## src/rtl/ecc_diag_pkg.sv

```systemverilog
package ecc_diag_pkg;
    localparam int DATA_W = 64;
    localparam int CHK_W  = 8;

    typedef enum logic [0:0] {
        ST_IDLE = 1'b0,
        ST_RESP = 1'b1
    } rsp_state_e;

    typedef enum logic [1:0] {
        SEL_MODE = 2'd0,
        SEL_OKEY = 2'd1,
        SEL_EKEY = 2'd2,
        SEL_MASK = 2'd3
    } cfg_sel_e;

    // Distinct odd-weight columns; bit 0 and bit 62 are pinned.
    function automatic logic [DATA_W-1:0][CHK_W-1:0] build_cols();
        logic [DATA_W-1:0][CHK_W-1:0] c;
        int k;
        c = '0;
        k = 1;
        for (int v = 0; v < 256; v++) begin
            logic [7:0] vb;
            int w;
            vb = v[7:0];
            w  = $countones(vb);
            if ((w == 3 || w == 5) && vb != 8'h70 && vb != 8'hCE) begin
                if (k == 62) k = 63;
                if (k < DATA_W) begin
                    c[k] = vb;
                    k++;
                end
            end
        end
        c[0]  = 8'hCE;
        c[62] = 8'h70;
        return c;
    endfunction

    localparam logic [DATA_W-1:0][CHK_W-1:0] H_COLS = build_cols();
endpackage

```

## src/rtl/ecc_diag_cfg.sv

```systemverilog
module ecc_diag_cfg
    import ecc_diag_pkg::*;
#(
    parameter int MODE_W   = 3,
    parameter int KEY_W    = 4,
    parameter int ARM_MODE = 7,
    parameter int ARM_KEY  = 5
) (
    input  logic             clk,
    input  logic             rst_n,
    input  logic             cfg_we,
    input  logic [1:0]       cfg_sel,
    input  logic [7:0]       cfg_wdata,
    output logic [CHK_W-1:0] inv_mask,
    output logic             armed
);
    logic [MODE_W-1:0] mode_q;
    logic [KEY_W-1:0]  okey_q;
    logic [KEY_W-1:0]  ekey_q;

    always_ff @(posedge clk) begin
        if (!rst_n) begin
            mode_q   <= '0;
            okey_q   <= '0;
            ekey_q   <= '0;
            inv_mask <= '0;
        end else if (cfg_we) begin
            unique case (cfg_sel_e'(cfg_sel))
                SEL_MODE: mode_q   <= cfg_wdata[MODE_W-1:0];
                SEL_OKEY: okey_q   <= cfg_wdata[KEY_W-1:0];
                SEL_EKEY: ekey_q   <= cfg_wdata[KEY_W-1:0];
                SEL_MASK: inv_mask <= cfg_wdata[CHK_W-1:0];
            endcase
        end
    end

    always_comb begin
        armed = (mode_q == MODE_W'(ARM_MODE)) &&
                (okey_q == KEY_W'(ARM_KEY)) &&
                (ekey_q == KEY_W'(ARM_KEY));
    end
endmodule

```

## src/rtl/ecc_diag_decode.sv

```systemverilog
module ecc_diag_decode
    import ecc_diag_pkg::*;
(
    input  logic [DATA_W-1:0] data,
    input  logic [CHK_W-1:0]  check,
    output logic              sbe,
    output logic              dbe,
    output logic [DATA_W-1:0] corr_data
);
    logic [CHK_W-1:0]  syndrome;
    logic [DATA_W-1:0] col_hit;
    logic              unit_hit;

    always_comb begin
        syndrome = check;
        for (int i = 0; i < DATA_W; i++) begin
            if (data[i]) syndrome = syndrome ^ H_COLS[i];
        end
    end

    for (genvar g = 0; g < DATA_W; g++) begin : g_col
        assign col_hit[g] = (syndrome == H_COLS[g]);
    end

    always_comb begin
        unit_hit  = ($countones(syndrome) == 1);
        sbe       = unit_hit || (|col_hit);
        dbe       = (syndrome != '0) && !sbe;
        corr_data = data ^ col_hit;
    end
endmodule

```

## src/rtl/ecc_diag_injector.sv

```systemverilog
module ecc_diag_injector
    import ecc_diag_pkg::*;
#(
    parameter int MODE_W   = 3,
    parameter int KEY_W    = 4,
    parameter int ARM_MODE = 7,
    parameter int ARM_KEY  = 5
) (
    input  logic        clk,
    input  logic        rst_n,
    input  logic        cfg_we,
    input  logic [1:0]  cfg_sel,
    input  logic [7:0]  cfg_wdata,
    input  logic        rd_valid,
    input  logic        rd_dma,
    input  logic [63:0] rd_data,
    input  logic [7:0]  rd_check,
    output logic        rsp_valid,
    output logic [63:0] rsp_data,
    output logic [7:0]  rsp_check,
    output logic [63:0] rsp_corr_data,
    output logic        rsp_sbe,
    output logic        rsp_dbe
);
    logic [CHK_W-1:0]  inv_mask;
    logic              armed;
    logic [CHK_W-1:0]  chk_mod;
    logic              dec_sbe, dec_dbe;
    logic [DATA_W-1:0] dec_corr;
    rsp_state_e        state_q, state_d;

    ecc_diag_cfg #(
        .MODE_W(MODE_W), .KEY_W(KEY_W), .ARM_MODE(ARM_MODE), .ARM_KEY(ARM_KEY)
    ) u_cfg (
        .clk(clk), .rst_n(rst_n), .cfg_we(cfg_we), .cfg_sel(cfg_sel),
        .cfg_wdata(cfg_wdata), .inv_mask(inv_mask), .armed(armed)
    );

    always_comb begin
        chk_mod = (armed && rd_dma) ? (rd_check ^ inv_mask) : rd_check;
    end

    ecc_diag_decode u_dec (
        .data(rd_data), .check(chk_mod),
        .sbe(dec_sbe), .dbe(dec_dbe), .corr_data(dec_corr)
    );

    // Next-state logic for the response stage.
    always_comb begin
        state_d = state_q;
        unique case (state_q)
            ST_IDLE: state_d = rd_valid ? ST_RESP : ST_IDLE;
            ST_RESP: state_d = rd_valid ? ST_RESP : ST_IDLE;
        endcase
    end

    // State register.
    always_ff @(posedge clk) begin
        if (!rst_n) state_q <= ST_IDLE;
        else        state_q <= state_d;
    end

    // Output register.
    always_ff @(posedge clk) begin
        if (!rst_n) begin
            rsp_data      <= '0;
            rsp_check     <= '0;
            rsp_corr_data <= '0;
            rsp_sbe       <= 1'b0;
            rsp_dbe       <= 1'b0;
        end else if (rd_valid) begin
            rsp_data      <= rd_data;
            rsp_check     <= chk_mod;
            rsp_corr_data <= dec_corr;
            rsp_sbe       <= dec_sbe;
            rsp_dbe       <= dec_dbe;
        end else begin
            rsp_sbe       <= 1'b0;
            rsp_dbe       <= 1'b0;
        end
    end

    always_comb begin
        rsp_valid = (state_q == ST_RESP);
    end
endmodule

```

## config.mk

```make
export PLATFORM = sky130hd
export DESIGN_NAME = ecc_diag_injector
export DESIGN_NICKNAME = d
export VERILOG_FILES = /design/src/rtl/ecc_diag_pkg.sv /design/src/rtl/ecc_diag_cfg.sv /design/src/rtl/ecc_diag_decode.sv /design/src/rtl/ecc_diag_injector.sv
export SDC_FILE = /design/constraint.sdc
export NUM_CORES = 1
export LEC_CHECK = 0
export CAP_MARGIN = 20
export CELL_PAD_IN_SITES_DETAIL_PLACEMENT = 0
export CELL_PAD_IN_SITES_GLOBAL_PLACEMENT = 1
export CORE_MARGIN = 1.5
export CORE_UTILIZATION = 42
export DETAILED_ROUTE_END_ITERATION = 10
export PLACE_DENSITY = 0.87
export REMOVE_ABC_BUFFERS = 1
export SYNTH_ARGS = -nofsm -noshare
export SYNTH_HDL_FRONTEND = slang
export SYNTH_HIERARCHICAL = 1
export SYNTH_SLANG_ARGS = --single-unit
```

## constraint.sdc

```tcl
create_clock -name clk -period 12.03 [get_ports clk]
set_input_delay 2.406 -clock clk [delete_from_list [all_inputs] [get_ports clk]]
set_output_delay 2.406 -clock clk [all_outputs]
set_load 0.005 [all_outputs]
```

==> reports/qor.tcl, run 1 <==
set qor(sequential_element_share_of_the_synthesized_area) 0.3312
set qor(placement.io_buffers) 225
set qor(dieArea_mm2) 0.02365
set qor(tritoncts) {built}
set qor(synth_cells) 969
set qor(relSlewSlack) 0.3356
set qor(rsz0062_at_grt) {no}
set qor(first_iter_violations) 491
set qor(gpl.final_weighted_congestion) 0.9355
set qor(hold_viol) 0
set qor(nNetsFinal) 1261
set qor(clk_transition_reported_paths_ns) 0.08
set qor(worstPathCellList) {clkdlybuf4s50_1 -> xnor3_1 -> xor2_1 -> xor3_1 -> xnor3_1 -> inv_1 -> fa_1 -> inv_1 -> fa_1 -> fa_1 -> inv_1 -> ha_1 -> inv_1 -> fa_1 -> a21oi_1 -> o22ai_1 -> nor4_1 -> o2111ai_1 -> nor2_1 -> and3_1}
set qor(critical_path.endpoint_type) {register}
set qor(cts_hold_buffers) 0
set qor(fin_crit_sh) 0.6925
set qor(fin_crit_ns) 8.331
set qor(fillCellCount) 1977
set qor(drt_pre_antenna_iters) 5
set qor(track_usage) 0.2404
set qor(setup_viol_count_final) 0
set qor(grt_overflow_total) 0
set qor(chipWidth_um) 153.8
set qor(vdd_drop_max_mv) 0.2944
set qor(synth-main-ff-cell) {dfxtp_1}
set qor(ctsLongestPathBuffers) 2
set qor(data_arrival_time_of_the_critical_path_ns) 8.70
set qor(timing.critical_path.required_ns) 12.40
set qor(grt_start_max_net_pins) 111
set qor(initial_utilization) 0.4323
set qor(clk_root_buffer_cell) {clkbuf_16}
set qor(fraction_of_final_layout_cells_with_drive_strength_greater_than_1) 0.05187
set qor(route.detailed.wl_per_inst_um) 19.32
set qor(setup_tns_ns) 0
set qor(cp-start-kind) {input port}
set qor(area_growth_syn_to_layout_pct) 29.58
set qor(report.final.slew_viol_count) 0
set qor(synthesis.area_mm2) 0.009550
set qor(postSynthAreaPerCell_um2) 9.856
set qor(ys_types) 60
set qor(power_per_cell_area_mw_per_mm2) 265.1
set qor(core.rowCount) 54
set qor(synth_edf_count) 0
set qor(grt_pass1_wl_um) 43440
set qor(run_status) {finished clean}
set qor(final_wirelength_um) 28130
set qor(postSynth.asyncResetShare) 0
set qor(route.vias.total) 7287
set qor(cts_inserted_buffers) 17
set qor(hold_path.class) {register to register}
set qor(clock-sinks) 158
set qor(worst-path-buf-inv) 5
set qor(place.detailed.hpwl_um) 20470
set qor(core_region_area_mm2) 0.02209
set qor(fin_skew_ns) 0.01442
set qor(reg2reg_setup_slack_ns) 5.41
set qor(antenna_found_initial) 0
set qor(worst_slew_pin_slew_ns) 0.9966
set qor(number_of_remaining_drc_errors) 0
set qor(path_class) {input port to register}
set qor(maxCapViolations) 0
set qor(yosys_warnings) 6
set qor(die_y_um) 153.8
set qor(totalPowerFinal_mw) 3.281
set qor(cts_htree_levels) 4
set qor(vias_in_the_first_global_route) 7346
set qor(cts_setup_buffers) 0
set qor(maxClockFrequency_mhz) 120.0
set qor(ctsResizeCount) 0
set qor(critical_path.top_delay_family) {adder cells}
set qor(final_antenna_net_count) 0
set qor(worst_skew_pair.late_latency_ns) 0.44
set qor(design.portCount) 226
set qor(critical-path-slowest-cell) {xnor3_1}
set qor(antennaDiodeCount) 0
set qor(viasPerCell) 5.005
set qor(critPathMaxStageDelay_ns) 0.65
set qor(ffs_latches_synth) 158
set qor(leak_pwr_nw) 5.125
set qor(maximum_fanout_along_the_worst_path) 16
cells by family (layout without fill, tap and decap cells):
family                   after synthesis  after routing  synth area share
AND/OR/NAND/NOR                      323            323            0.1812
XOR/XNOR                             202            202            0.2234
flip-flops                           158            158            0.3312
multiplexers                         152            152            0.1594
buffers and inverters                 79            286           0.05817
AO/OA/AOI/OAI                         44             44           0.02908
adder cells (fa/ha/maj)               11             11           0.01756
worst register-to-register path, stage by stage, from the launching register on:
cell	delay, ns
dfxtp_1	0.31
nand4b_1	0.17
nor4_1	0.26
buf_4	0.20
nand3_1	0.09
xor2_1	0.18
inv_1	0.06
xnor3_1	0.25
xnor2_1	0.15
xnor2_1	0.15
xnor3_1	0.82
inv_1	0.29
fa_1	0.58
inv_1	0.05
fa_1	0.50
fa_1	0.47
inv_1	0.07
ha_1	0.15
inv_1	0.06
fa_1	0.44
a21oi_1	0.15
o22ai_1	0.11
nor4_1	0.54
o2111ai_1	0.19
nor2_1	0.12
and3_1	0.16
cell usage after synthesis (3+ instances only):
library cell | count | area [um^2]
nor2_1 | 74 | 277.8
or3_1 | 6 | 37.54
xnor3_2 | 3 | 71.32
a21oi_1 | 13 | 65.06
xnor3_1 | 16 | 360.4
dfxtp_1 | 158 | 3163
o22ai_1 | 3 | 18.77
nand3_1 | 14 | 70.07
xor2_1 | 90 | 788.3
clkbuf_1 | 24 | 90.09
ha_1 | 7 | 87.58
xnor2_1 | 85 | 744.5
nand2_1 | 59 | 221.5
o32ai_1 | 5 | 43.79
nor4_1 | 4 | 25.02
inv_1 | 22 | 82.58
mux2i_1 | 151 | 1511
buf_2 | 13 | 65.06
fa_1 | 4 | 80.08
nand2b_1 | 4 | 25.02
buf_12 | 13 | 260.3
or2_2 | 3 | 18.77
nor2b_1 | 131 | 819.5
nor3_1 | 11 | 55.05
xor2_2 | 3 | 48.80
o21ai_0 | 11 | 55.05
power by group:
| group | leakage (nW) | switching (mW) | internal, mW | total [mW] |
|---|---|---|---|---|
| combinational | 3.51 | 1.29 | 0.810 | 2.10 |
| clock | 0.313 | 0.258 | 0.339 | 0.597 |
| sequential | 1.30 | 0.0190 | 0.564 | 0.583 |
| total | 5.12 | 1.57 | 1.71 | 3.28 |
routing by layer:
metal | track usage | wire length (um) | vias up
li1 | - | - | 3554
met1 | 0.3104 | 12710 | 3441
met2 | 0.3898 | 12900 | 253
met3 | 0.06511 | 1927 | 39
met4 | 0.07721 | 597 | 0
met5 | 0 | 0 | -
sequential cells by signal, summed over array words and instances, names as in the netlist:
signal	cells
rsp_check	8
u_cfg/mode_q	3
u_cfg/inv_mask	8
u_cfg/ekey_q	4
rsp_corr_data	64
rsp_dbe	1
rsp_valid	1
u_cfg/okey_q	4
rsp_sbe	1
rsp_data	64
metrics by stage:
stage	setup slack, ns	util	cells	hold WS, ns	cell area [um^2]
finish	3.699	0.5601	1456	0.4634	12380
detailed placement	3.322	0.5308	1424	0.4507	11730
global placement	3.452	0.5308	1424	0.4442	11730
floorplan	4.581	-	914	0.4333	9085
global route	3.359	0.5601	1456	0.4787	12380
CTS	3.764	0.5601	1456	0.4640	12380
layout make-up:
| class | count | area (um^2) | area share |
|---|---|---|---|
| clock buffer | 17 | 425.4 | 0.03437 |
| clock inverter | 15 | 224.0 | 0.01810 |
| inverter | 24 | 90.09 | 0.007279 |
| multi-input combinational | 732 | 5832 | 0.4712 |
| sequential | 158 | 3163 | 0.2556 |
| tap | 280 | 350.3 | 0.02831 |
| timing repair buffer | 230 | 2291 | 0.1851 |
layout by cell type (no fill, tap or decap), types with 13 or more instances in the layout:
cell type / instances
a21oi_1: 13
clkdlybuf4s50_1: 223
inv_1: 22
xor2_1: 90
xnor3_1: 16
mux2i_1: 151
nor2_1: 74
xnor2_1: 85
dfxtp_1: 158
nor2b_1: 131
nand3_1: 14
clkbuf_16: 17
nand2_1: 59
final timing paths:
check                                     from                            to  depth (start not counted)
setup / recovery                   rd_data[16]            rsp_dbe$_SDFF_PN0_                         20
hold reg to reg   u_cfg/mode_q[0]$_SDFFE_PN0P_  u_cfg/mode_q[0]$_SDFFE_PN0P_                          2
hold / removal    u_cfg/mode_q[0]$_SDFFE_PN0P_  u_cfg/mode_q[0]$_SDFFE_PN0P_                          2
setup reg to reg  u_cfg/okey_q[1]$_SDFFE_PN0P_            rsp_dbe$_SDFF_PN0_                         25
Note: power is estimated with default switching activity, not from simulation.
==> run 2: changes to the inputs <==
CORE_UTILIZATION = 35   (was 42)
PLACE_DENSITY = 0.78   (was 0.87)
clock period = 7.1 ns   (was 12.03 ns; I/O delays follow)
==> run 2 against run 1 <==
  * Clock-buffer cell count unchanged
  * Worst setup slack got worse by 3.2 ns
  * Routed wire length increased by 7.2%
  * Cell count increased by 7.4%
  * Critical path type unchanged
  * Largest power group unchanged
==> reports/qor.tcl, run 2 (synthesis results as in run 1) <==
set qor(run_status) {finished clean} ;# unchanged
set qor(grt_start_max_net_pins) 111 ;# unchanged
set qor(data_arrival_time_of_the_critical_path_ns) 6.92 ;# was 8.70 ns
set qor(timing.critical_path.required_ns) 7.43 ;# was 12.40 ns
set qor(fin_crit_ns) 6.593
set qor(hold_path.class) {register to register} ;# unchanged
set qor(viasPerCell) 4.719 ;# was 5.005
set qor(wl_met3_um) 2305 ;# was 1927 um
set qor(layout_top_registers) {rsp_corr_data: 64 flops, rsp_data: 64 flops} ;# unchanged
set qor(final_wirelength_um) 30160 ;# was 28,130 um
set qor(nNetsFinal) 1307 ;# was 1,261
set qor(clock-sinks) 158 ;# unchanged
set qor(intPower_mw) 2.977 ;# was 1.712 mW
set qor(power_switching_share) 0.4804 ;# was 0.4782
set qor(number_of_remaining_drc_errors) 0 ;# unchanged
set qor(die_y_um) 168.2 ;# was 153.8 um
set qor(vdd_drop_max_mv) 0.5142 ;# was 0.2944 mV
set qor(initial_utilization) 0.3554 ;# was 0.4323
set qor(ctsLongestPathBuffers) 2 ;# unchanged
set qor(cts_htree_levels) 4 ;# unchanged
set qor(finalCoreUtilization) 0.4755 ;# was 0.5601
set qor(grt_overflow_total) 0 ;# unchanged
set qor(p_clk_frac) 0.168 ;# was 0.182
set qor(route.layer.met1.wl_um) 14070 ;# was 12,710 um
set qor(first_iter_violations) 506 ;# was 491
set qor(comb_power_share) 0.659 ;# was 0.640
set qor(final.hold.worst_slack_ns) 0.4624 ;# was 0.4634 ns
set qor(final_common_cell) {clkdlybuf4s50_1} ;# unchanged
set qor(route.detailed.wl_per_inst_um) 19.28 ;# was 19.32 um
set qor(fin_crit_sh) 0.9286
set qor(maximum_fanout_along_the_worst_path) 4 ;# was 16
set qor(ctsResizeCount) 0 ;# unchanged
set qor(cts_setup_buffers) 0 ;# unchanged
set qor(gpl.final_weighted_congestion) 0.8786 ;# was 0.9355
set qor(rsz0062_at_grt) {no} ;# unchanged
set qor(clk_transition_reported_paths_ns) 0.08 ;# about the same
set qor(tritoncts) {built} ;# unchanged
set qor(cts_inserted_buffers) 17 ;# unchanged
set qor(maxCapViolations) 0 ;# unchanged
set qor(hold_viol) 0 ;# unchanged
set qor(drt_pre_antenna_iters) 5 ;# unchanged
set qor(cp-start-kind) {input port} ;# unchanged
set qor(worst_skew_pair.late_latency_ns) 0.43 ;# was 0.44 ns
set qor(core_region_area_mm2) 0.02688 ;# was 0.02209 mm^2
set qor(power_switching_mw) 2.752 ;# was 1.569 mW
set qor(report.final.slew_viol_count) 0 ;# unchanged
set qor(vias_in_the_first_global_route) 7511 ;# was 7,346
set qor(track_usage) 0.2142 ;# was 0.2404
set qor(power_frac_seq) 0.172 ;# was 0.178
set qor(fraction_of_final_layout_cells_with_drive_strength_greater_than_1) 0.08838 ;# was 0.05187
set qor(core.rowCount) 60 ;# was 54
set qor(dr.max_layer_used) {met4} ;# unchanged
set qor(power_per_cell_area_mw_per_mm2) 448.3 ;# was 265.1 mW/mm^2
set qor(relSlewSlack) 0.3193 ;# was 0.3356
set qor(dieArea_mm2) 0.02829 ;# was 0.02365 mm^2
set qor(critical_path.endpoint_type) {register} ;# unchanged
set qor(final_antenna_net_count) 0 ;# unchanged
set qor(final_cell_mix) {clkdlybuf4s50_1, dfxtp_1, mux2i_1, nor2b_1, xor2_1} ;# unchanged
set qor(place.detailed.hpwl_um) 22450 ;# was 20,470 um
set qor(grt_pass1_wl_um) 45810 ;# was 43,440 um
set qor(design.portCount) 226 ;# unchanged
set qor(post-place-cells) 1531 ;# was 1,424
set qor(fin_skew_ns) 0.01139 ;# was 0.01442 ns
set qor(worst_slew_pin_slew_ns) 1.021 ;# was 0.9966 ns
set qor(route.vias.total) 7381 ;# was 7,287
set qor(chipWidth_um) 168.2 ;# was 153.8 um
set qor(leak_pwr_nw) 5.342 ;# was 5.125 nW
set qor(clk_root_buffer_cell) {clkbuf_16} ;# unchanged
set qor(setup_viol_count_final) 0 ;# unchanged
set qor(met2_length_um) 13210 ;# was 12,900 um
set qor(post_layout_nonfiller_instances) 1564 ;# was 1,456
set qor(path_class) {input port to register} ;# unchanged
set qor(antenna_found_initial) 1 ;# was 0
set qor(area_growth_syn_to_layout_pct) 33.81 ;# was 29.58%
set qor(placement.io_buffers) 225 ;# unchanged
set qor(maxClockFrequency_mhz) 151.7
set qor(cts_hold_buffers) 0 ;# unchanged
-- run 2: changes by cell type in the layout (fill, tap and decap cells not counted), moves of 2 or more --
cell,before,now
bufinv_16,3,1
inv_6,3,1
buf_4,6,52
inv_8,3,5
-- run 2: worst paths after layout --
path / from / endpoint / slack [ns] / cells after the start
worst max-delay path: rd_data[0] / rsp_dbe$_SDFF_PN0_ / 0.51 / 21
worst min-delay path: u_cfg/ekey_q[1]$_SDFFE_PN0P_ / u_cfg/ekey_q[1]$_SDFFE_PN0P_ / 0.46 / 2
worst max register to register: u_cfg/okey_q[1]$_SDFFE_PN0P_ / rsp_dbe$_SDFF_PN0_ / 1.10 / 28
worst min register to register: u_cfg/ekey_q[1]$_SDFFE_PN0P_ / u_cfg/ekey_q[1]$_SDFFE_PN0P_ / 0.46 / 2
-- run 2: area by class of cell --
class                           count  area [um^2]
Inverter                           24        90.09
Sequential cell                   158         3163
Multi-Input combinational cell    732         5839
Antenna cell                        1        2.502
Fill cell                        2579        14100
Timing Repair Buffer              276         2639
Tap cell                          341        426.7
Clock inverter                     15        193.9
Clock buffer                       17        425.4
-- run 2: metrics by stage --
| step | total power, mW | setup TNS (ns) | cell area, um^2 | setup WS, ns |
|---|---|---|---|---|
| 5_1_grt | 6.130 | 0 | 12780 | 0.1741 |
| 2_1_floorplan | 3.442 | 0 | 9085 | 0.6368 |
| 3_5_place_dp | 4.653 | -0.2513 | 12150 | -0.1523 |
| 4_1_cts | 5.650 | 0 | 12770 | 0.2990 |
| 3_3_place_gp | 4.646 | 0 | 12150 | 0.002129 |
| 6_report | 5.730 | 0 | 12780 | 0.5073 |
-- run 2: critical path: stages --
cell	delay, ns
clkdlybuf4s50_1	0.75
xnor3_1	0.41
xnor2_1	0.36
xnor2_1	0.15
xnor3_1	0.32
inv_1	0.08
fa_1	0.54
inv_1	0.06
fa_1	0.50
fa_1	0.48
inv_1	0.07
ha_1	0.16
inv_1	0.06
fa_1	0.43
a2111oi_1	0.38
a21oi_1	0.09
o22ai_1	0.18
nor4_2	0.11
o2111ai_1	0.13
nor2_1	0.05
and3_1	0.17
-- run 2: power by group through the flow --
stage / clock network (mW) / logic (mW) / registers (mW)
2_1_floorplan: 0 / 2.43 / 1.01
3_3_place_gp: 0 / 3.64 / 1.01
3_5_place_dp: 0 / 3.65 / 1.01
4_1_cts: 0.989 / 3.67 / 0.988
5_1_grt: 1.02 / 4.11 / 0.995
6_report: 0.964 / 3.78 / 0.988
-- run 2: metal layers --
| metal | GRT usage | up-vias |
|---|---|---|
| li1 | - | 3684 |
| met3 | 0.07029 | 27 |
| met2 | 0.3306 | 223 |
| met4 | 0.05939 | 0 |
| met1 | 0.2863 | 3447 |
| met5 | 0 | - |
